$ cat src/rtl/perf_ctr_bank.sv
module perf_ctr_bank #(
  parameter int NPHYS = 4,
  localparam int NLOG = 2 * NPHYS,
  localparam int AW = $clog2(3 * NLOG)
) (
  input  logic            clk,
  input  logic            rst_n,
  input  logic [AW-1:0]   bus_addr,
  input  logic            bus_wr,
  input  logic            bus_rd,
  input  logic [63:0]     bus_wdata,
  output logic [63:0]     bus_rdata,
  input  logic [NLOG-1:0] event_in,
  output logic            irq
);
  localparam int CNT_BASE  = NLOG;
  localparam int LCTL_BASE = 2 * NLOG;
  localparam int SPLIT_LSB = 8;

  logic [31:0]                ctrl_q;
  logic [NLOG-1:0]            irq_stat_q, irq_mask_q;
  logic [NPHYS-1:0][31:0]     phys_q, latch_q, phys_nxt;
  logic [NPHYS-1:0]           pend_hi_q, pend_lo_q, ovf_hi, ovf_lo;
  logic [NLOG-1:0][31:0]      lctl_q, log_val;
  logic [31:0]                rd32;

  wire [31:0]      wval   = bus_wdata[63:32];
  wire             run    = ctrl_q[0];
  wire [NPHYS-1:0] split  = ctrl_q[SPLIT_LSB +: NPHYS];
  wire             commit = bus_wr && bus_addr == AW'(0) && wval[0];
  wire             st_rd  = bus_rd && bus_addr == AW'(1);

  for (genvar p = 0; p < NPHYS; p++) begin : g_ctr
    logic [32:0] wide;
    logic [16:0] hi16, lo16;
    logic        ld_hi, ld_lo;
    assign wide  = {1'b0, phys_q[p]} + 33'(run & event_in[p]);
    assign hi16  = {1'b0, phys_q[p][31:16]} + 17'(run & event_in[p]);
    assign lo16  = {1'b0, phys_q[p][15:0]} + 17'(run & event_in[p+NPHYS]);
    assign ld_hi = commit & pend_hi_q[p];
    assign ld_lo = commit & pend_lo_q[p];
    assign phys_nxt[p][31:16] = ld_hi ? latch_q[p][31:16] :
                                (split[p] ? hi16[15:0] : wide[31:16]);
    assign phys_nxt[p][15:0]  = ld_lo ? latch_q[p][15:0] :
                                (split[p] ? lo16[15:0] : wide[15:0]);
    assign ovf_hi[p] = split[p] ? (hi16[16] & ~ld_hi) : (wide[32] & ~ld_hi & ~ld_lo);
    assign ovf_lo[p] = split[p] & lo16[16] & ~ld_lo;
    assign log_val[p]       = split[p] ? {16'b0, phys_q[p][31:16]} : phys_q[p];
    assign log_val[p+NPHYS] = split[p] ? {16'b0, phys_q[p][15:0]} : 32'b0;
  end

  always_ff @(posedge clk) begin
    if (!rst_n) begin
      ctrl_q     <= '0;
      irq_stat_q <= '0;
      irq_mask_q <= '0;
      phys_q     <= '0;
      latch_q    <= '0;
      pend_hi_q  <= '0;
      pend_lo_q  <= '0;
      lctl_q     <= '0;
    end else begin
      phys_q     <= phys_nxt;
      irq_stat_q <= (st_rd ? '0 : irq_stat_q) | {ovf_lo, ovf_hi};
      if (bus_wr && bus_addr == AW'(0)) ctrl_q <= wval;
      if (bus_wr && bus_addr == AW'(1)) irq_mask_q <= wval[NLOG-1:0];
      for (int p = 0; p < NPHYS; p++) begin
        if (bus_wr && bus_addr == AW'(CNT_BASE + p)) begin
          pend_hi_q[p] <= 1'b1;
          if (split[p]) latch_q[p][31:16] <= wval[15:0];
          else begin
            latch_q[p]   <= wval;
            pend_lo_q[p] <= 1'b1;
          end
        end else if (bus_wr && bus_addr == AW'(CNT_BASE + NPHYS + p) && split[p]) begin
          latch_q[p][15:0] <= wval[15:0];
          pend_lo_q[p]     <= 1'b1;
        end
        if (commit) begin
          pend_hi_q[p] <= 1'b0;
          pend_lo_q[p] <= 1'b0;
        end
      end
      for (int i = 0; i < NLOG; i++)
        if (bus_wr && bus_addr == AW'(LCTL_BASE + i)) lctl_q[i] <= wval;
    end
  end

  always_comb begin
    rd32 = '0;
    if (bus_addr == AW'(0)) rd32 = ctrl_q;
    if (bus_addr == AW'(1)) rd32 = 32'(irq_stat_q);
    for (int i = 0; i < NLOG; i++) begin
      if (bus_addr == AW'(CNT_BASE + i))  rd32 = log_val[i];
      if (bus_addr == AW'(LCTL_BASE + i)) rd32 = lctl_q[i];
    end
  end

  assign bus_rdata = {rd32, 32'b0};
  assign irq       = |(irq_stat_q & irq_mask_q);
endmodule

$ cat config.mk
export PLATFORM = sky130hd
export DESIGN_NAME = perf_ctr_bank
export DESIGN_NICKNAME = d
export VERILOG_FILES = /design/src/rtl/perf_ctr_bank.sv
export SDC_FILE = /design/constraint.sdc
export NUM_CORES = 2
export LEC_CHECK = 0
export ABC_AREA = 1
export BUFFER_PORTS_ARGS = -buffer_cell sky130_fd_sc_hd__buf_2
export CAP_MARGIN = 15
export CORE_ASPECT_RATIO = 1.75
export CORE_UTILIZATION = 50
export DETAILED_ROUTE_END_ITERATION = 8
export GPL_TIMING_DRIVEN = 0
export PLACE_DENSITY = 0.78
export SLEW_MARGIN = 20
export SYNTH_ARGS = -nofsm -noshare
export SYNTH_HDL_FRONTEND = slang
export SYNTH_SLANG_ARGS = --single-unit
$ cat constraint.sdc
create_clock -name clk -period 2.1 [get_ports clk]
set_input_delay 0.42 -clock clk [delete_from_list [all_inputs] [get_ports clk]]
set_output_delay 0.42 -clock clk [all_outputs]
set_load 0.05 [all_outputs]
==> flow_summary.yaml, run 1 <==
clocking:
  cts-root-buf: "clkbuf_16"
  cts_buffer_depth: 3
  cts.sinks: 568
  h-tree-depth: 2
  cts_buffers: 54
placement:
  place_congestion: 1.14
  dp_hpwl_um: 112000
  portBuffers: 69
synthesis:
  synth_edf_count: 0
  synth.distinct_cells: 51
  yosysWarnings: 0
  async_flop_share_pct: 0
  syn_inst: 4196
  yosysSeqAreaShare_pct: 39.9
  synth_area_um2: 28500
  ys_ff_latch: 568
  ys.flop_type: "dfxtp_1"
  syn_avg_cell_area_um2: 6.79
global_routing:
  track_usage_pct: 55.5
  grt_max_degree: 16
  grt_overflow: 6
status:
  status: "stopped before the end"
  lastStage: "global routing"
  tool.error: "[ERROR GRT-0232] Routing congestion too high. Check the congestion heatmap in the GUI."
floorplan:
  io_pins: 146
  rows: 115
  die-height_um: 318
  start_util_pct: 50.6
  die_x_um: 182
sta:
  worstEpCategory: "primary output"
  crit_endpoint: "bus_rdata[40]"
==> cell usage after synthesis, types with 4 or more instances <==
master,n,share of area [%]
nor2_1,451,5.9
xnor2_1,13,0.40
o211ai_1,20,0.53
ha_1,24,1.1
xor2_1,75,2.3
nor2_4,10,0.40
o21ai_1,9,0.16
o21ai_0,575,10
nand4_1,120,2.6
a221oi_1,4,0.12
o221ai_1,7,0.22
a21oi_1,391,6.9
buf_4,40,1.1
buf_2,73,1.3
nor3_2,5,0.18
or2_0,5,0.11
nand2_1,863,11
nor3_4,4,0.23
buf_1,12,0.16
a31oi_1,86,1.9
clkbuf_1,201,2.6
o2111ai_1,6,0.18
nor3_1,46,0.81
o21bai_1,9,0.24
nor4_1,14,0.31
inv_1,302,4.0
or2_2,5,0.11
nand3_1,182,3.2
nor2_2,7,0.15
o22ai_1,16,0.35
dfxtp_1,568,40
inv_2,22,0.29
==> metrics by stage <==
step | utilization (%) | setup TNS, ns | worst slack, ns | instances | area, um2
after detailed placement | 53.9 | -473.16 | -1.81 | 5056 | 30300
after global placement | 53.8 | -469.70 | -1.82 | 5056 | 30300
after floorplan | - | -5.08 | -0.262 | 4227 | 29000
after CTS | 62.6 | -48.59 | -1.62 | 5254 | 35200
==> metal layers <==
layer  overflow  track usage (%)
met1          0             60.7
met2          3             79.9
met3          0             21.8
met4          3             55.6
met5          0             1.53
==> cell families after synthesis <==
logic type	share of synthesized area, %
and+or+nand+nor	25.6
AOI/OAI and AO/OA	21.2
buffers and inverters	9.49
DFF	39.9
xor gates and xnor gates	2.71
adders and majority gates	1.05
other	0.0132
==> what timing repair did <==
action	CTS
hold buffers	0
buffers inserted	95
resized for setup	627
gates cloned	3
setup endpoints to repair	359
pin swaps	237
==> run 2, diff against run 1 <==
CORE_ASPECT_RATIO = not set   (was 1.75)
CORE_UTILIZATION = 35   (was 50)
PLACE_DENSITY = not set   (was 0.78)
PLACE_DENSITY_LB_ADDON = 0.15   (was not set)
clock period = 2.73 ns   (was 2.1 ns; I/O delays follow)
==> run 2 against run 1 <==
  * The flow now finishes, with violations (setup timing)
  * Synthesized cell count unchanged
  * Area after synthesis unchanged
==> flow_summary.yaml, run 2 <==
floorplan:
  die_x_um: 287
  io_pins: 146
  fp.coreArea_um2: 80500
  rows: 104
  start_util_pct: 35.4
  die-height_um: 287
  dieArea_um2: 82500
synthesis:
  synth_edf_count: 0
  ys.flop_type: "dfxtp_1"
  synth.distinct_cells: 51
  yosysMostFrequentCell: "nand2_1"
  yosysSeqAreaShare_pct: 39.9
  yosysWarnings: 0
  synth_area_um2: 28500
  async_flop_share_pct: 0
  ys_ff_latch: 568
  syn_avg_cell_area_um2: 6.79
  syn_inst: 4196
  synth_top_cell_by_area: "dfxtp_1"
  yosys-top-cells-count: "863 x nand2_1, 575 x o21ai_0, 568 x dfxtp_1, 451 x nor2_1, 391 x a21oi_1"
  yosysTopAreaCellShare_pct: 39.9
  yosys-top-cells-area: "dfxtp_1 40%, nand2_1 11%, o21ai_0 10%"
job:
  max-cap-violations: 0
clocking:
  h-tree-depth: 3
  cts_buffers: 70
  cts_tree: "done"
  cts-root-buf: "clkbuf_16"
  clkLatencyLatePin_ns: 0.63
  cts.sinks: 568
  cts_buffer_depth: 3
  path_clk_slew_ns: 0.06
worst_hold_path:
  worst_hold_path_type: "in -> reg"
drt:
  drt-total-wl_um: 158000
  wl_per_cell_um: 28.4
  drtAntennaViolNets: 0
  wl_met2_um: 65500
  firstDrtPassIters: 6
  viasPerCell: 5.78
  drt_iter0_drc: 4672
  drc: 0
  wl_met3_um: 17900
  num_vias: 32200
  highest_layer: "met4"
  wl_met1_um: 65600
setup_path:
  cp_max_fo: 8
  crit_required_ns: 2.18
  crit_arrival_ns: 3.05
  end_kind: "output port"
  critPathKind: "reg -> out"
  path_buf_inv: 5
  cp_top_family: "simple AND/OR/NAND/NOR gates"
  crit_path_top_delay_cell: "dfxtp_2"
  max_stage_delay_ns: 0.33
  crit_path_start_kind: "flop"
  crit_chain: "buf_8 > inv_4 > buf_6 > buf_8 > nand2_1 > nand2_1 > nand2_2 > nand4_1 > nor2_4 > nand4_1 > nand2_2 > nand4_1 > nand2_2 > nand3_2 > buf_6"
final_layout:
  layout_commonest_cell: "nand2_1"
  largest_register_ffs: 256
  largest-register: "lctl_q"
  syn_to_final_growth_pct: 23.6
  reg_top3: "lctl_q (256), latch_q (128), phys_q (128)"
  drive_gt1_share_pct: 16.2
  layout.cells.most_common_list: "777 x nand2_1, 564 x dfxtp_1, 550 x o21ai_0"
  nets: 4558
  finish.instance_area_um2: 35200
  fin_util_pct: 43.7
global_routing:
  grt_pass1_wl_um: 218000
  antenna_found_initial: 8
  grt_max_degree: 13
  grt_pass1_vias: 28900
  track_usage_pct: 37.3
  grt_overflow: 0
sta:
  finalClockSkew_ns: 0.0273
  tightest_slew_ns: 1.27
  hold_viol: 0
  setup-violations-final: 32
  fin_crit_sh_pct: 132
  period_minus_slack_ns: 3.59
  setup_slack_ns: -0.863
  slew_violations: 0
  fmax_mhz: 278
  slew_headroom_pct: 15.3
  rsz0062_at_grt: "yes"
  setup_tns_ns: -19.73
power:
  irDropWorstVdd_v: 0.000443
  power.leakage_nw: 13.7
  total_power_mw: 19.5
  cellPowerDensity_nw_per_um2: 554
placement:
  portBuffers: 69
  dp_hpwl_um: 118000
  place_congestion: 1.06
  dpl_worst_slack_ns: -1.61
  place_area_um2: 30300
status:
  status: "complete, but fails checks"
  violations: "setup timing"
run 2: cell counts after synthesis:
No cell type changed its count.
run 2: worst paths after layout:
check | from | to | slack (ns) | cells past startpoint
max | ctrl_q[10]$_SDFFE_PN0P_ | bus_rdata[41] | -0.86 | 15
min | bus_wdata[59] | lctl_q[251]$_SDFFE_PN0P_ | 0.30 | 3
max reg2reg | ctrl_q[0]$_SDFFE_PN0P_ | phys_q[28]$_SDFF_PN0_ | 0.08 | 12
min reg2reg | lctl_q[14]$_SDFFE_PN0P_ | lctl_q[14]$_SDFFE_PN0P_ | 0.45 | 2
run 2: routing by layer:
metal	GRT usage (%)	vias up
met4	20.0	0
met3	7.04	354
met2	54.1	2003
met5	0	-
li1	-	14400
met1	51.8	15400
run 2: kinds of logic after synthesis:
family                     synth area share, %
adders and majority gates                 1.05
and+or+nand+nor                           25.6
AOI/OAI and AO/OA                         21.2
buffers and inverters                     9.49
other                                   0.0132
xor gates and xnor gates                  2.71
DFF                                       39.9
run 2: worst reg2reg max path, stage by stage (launching register included):
cell and delay, ns:
dfxtp_2 0.34, clkbuf_16 0.14, buf_6 0.15, nand2_1 0.07, inv_1 0.16, ha_1 0.24, ha_1 0.16, nand2_1 0.10
o21ai_0 0.73, nand2_1 0.15, o21ai_0 0.20, a21oi_1 0.06, nor2_1 0.10
run 2: area by class of cell:
class	instances	area, um2
clock buffer	105	2070
sequential	568	11400
antenna	6	15.0
tap	1060	1330
fill	8482	45300
buffer	325	1770
timing repair buffer	156	1460
multi-input combinational	3005	15700
clock inverter	21	198
inverter	327	1260
run 2: repair_timing:
| item | 4_1_cts | 5_1_grt |
|---|---|---|
| setup endpoints to repair | 176 | 58 |
| hold buffers | 0 | 0 |
| gates cloned | 3 | 2 |
| pin swaps | 129 | 138 |
| buffers inserted | 44 | 37 |
| gates resized for setup | 350 | 219 |
run 2: stage by stage:
| stage | cells | hold WS (ns) |
|---|---|---|
| floorplan | 4227 | 0.430 |
| global placement | 5356 | 0.441 |
| detailed placement | 5358 | 0.444 |
| CTS | 5530 | 0.277 |
| global route | 5567 | 0.293 |
| finish | 5573 | 0.302 |
run 2: report_power, final:
group	internal, mW	switching (mW)
combinational	0.362	1.26
sequential	8.37	0.0434
clock	5.39	4.08
(Power assumes the default switching activity.)
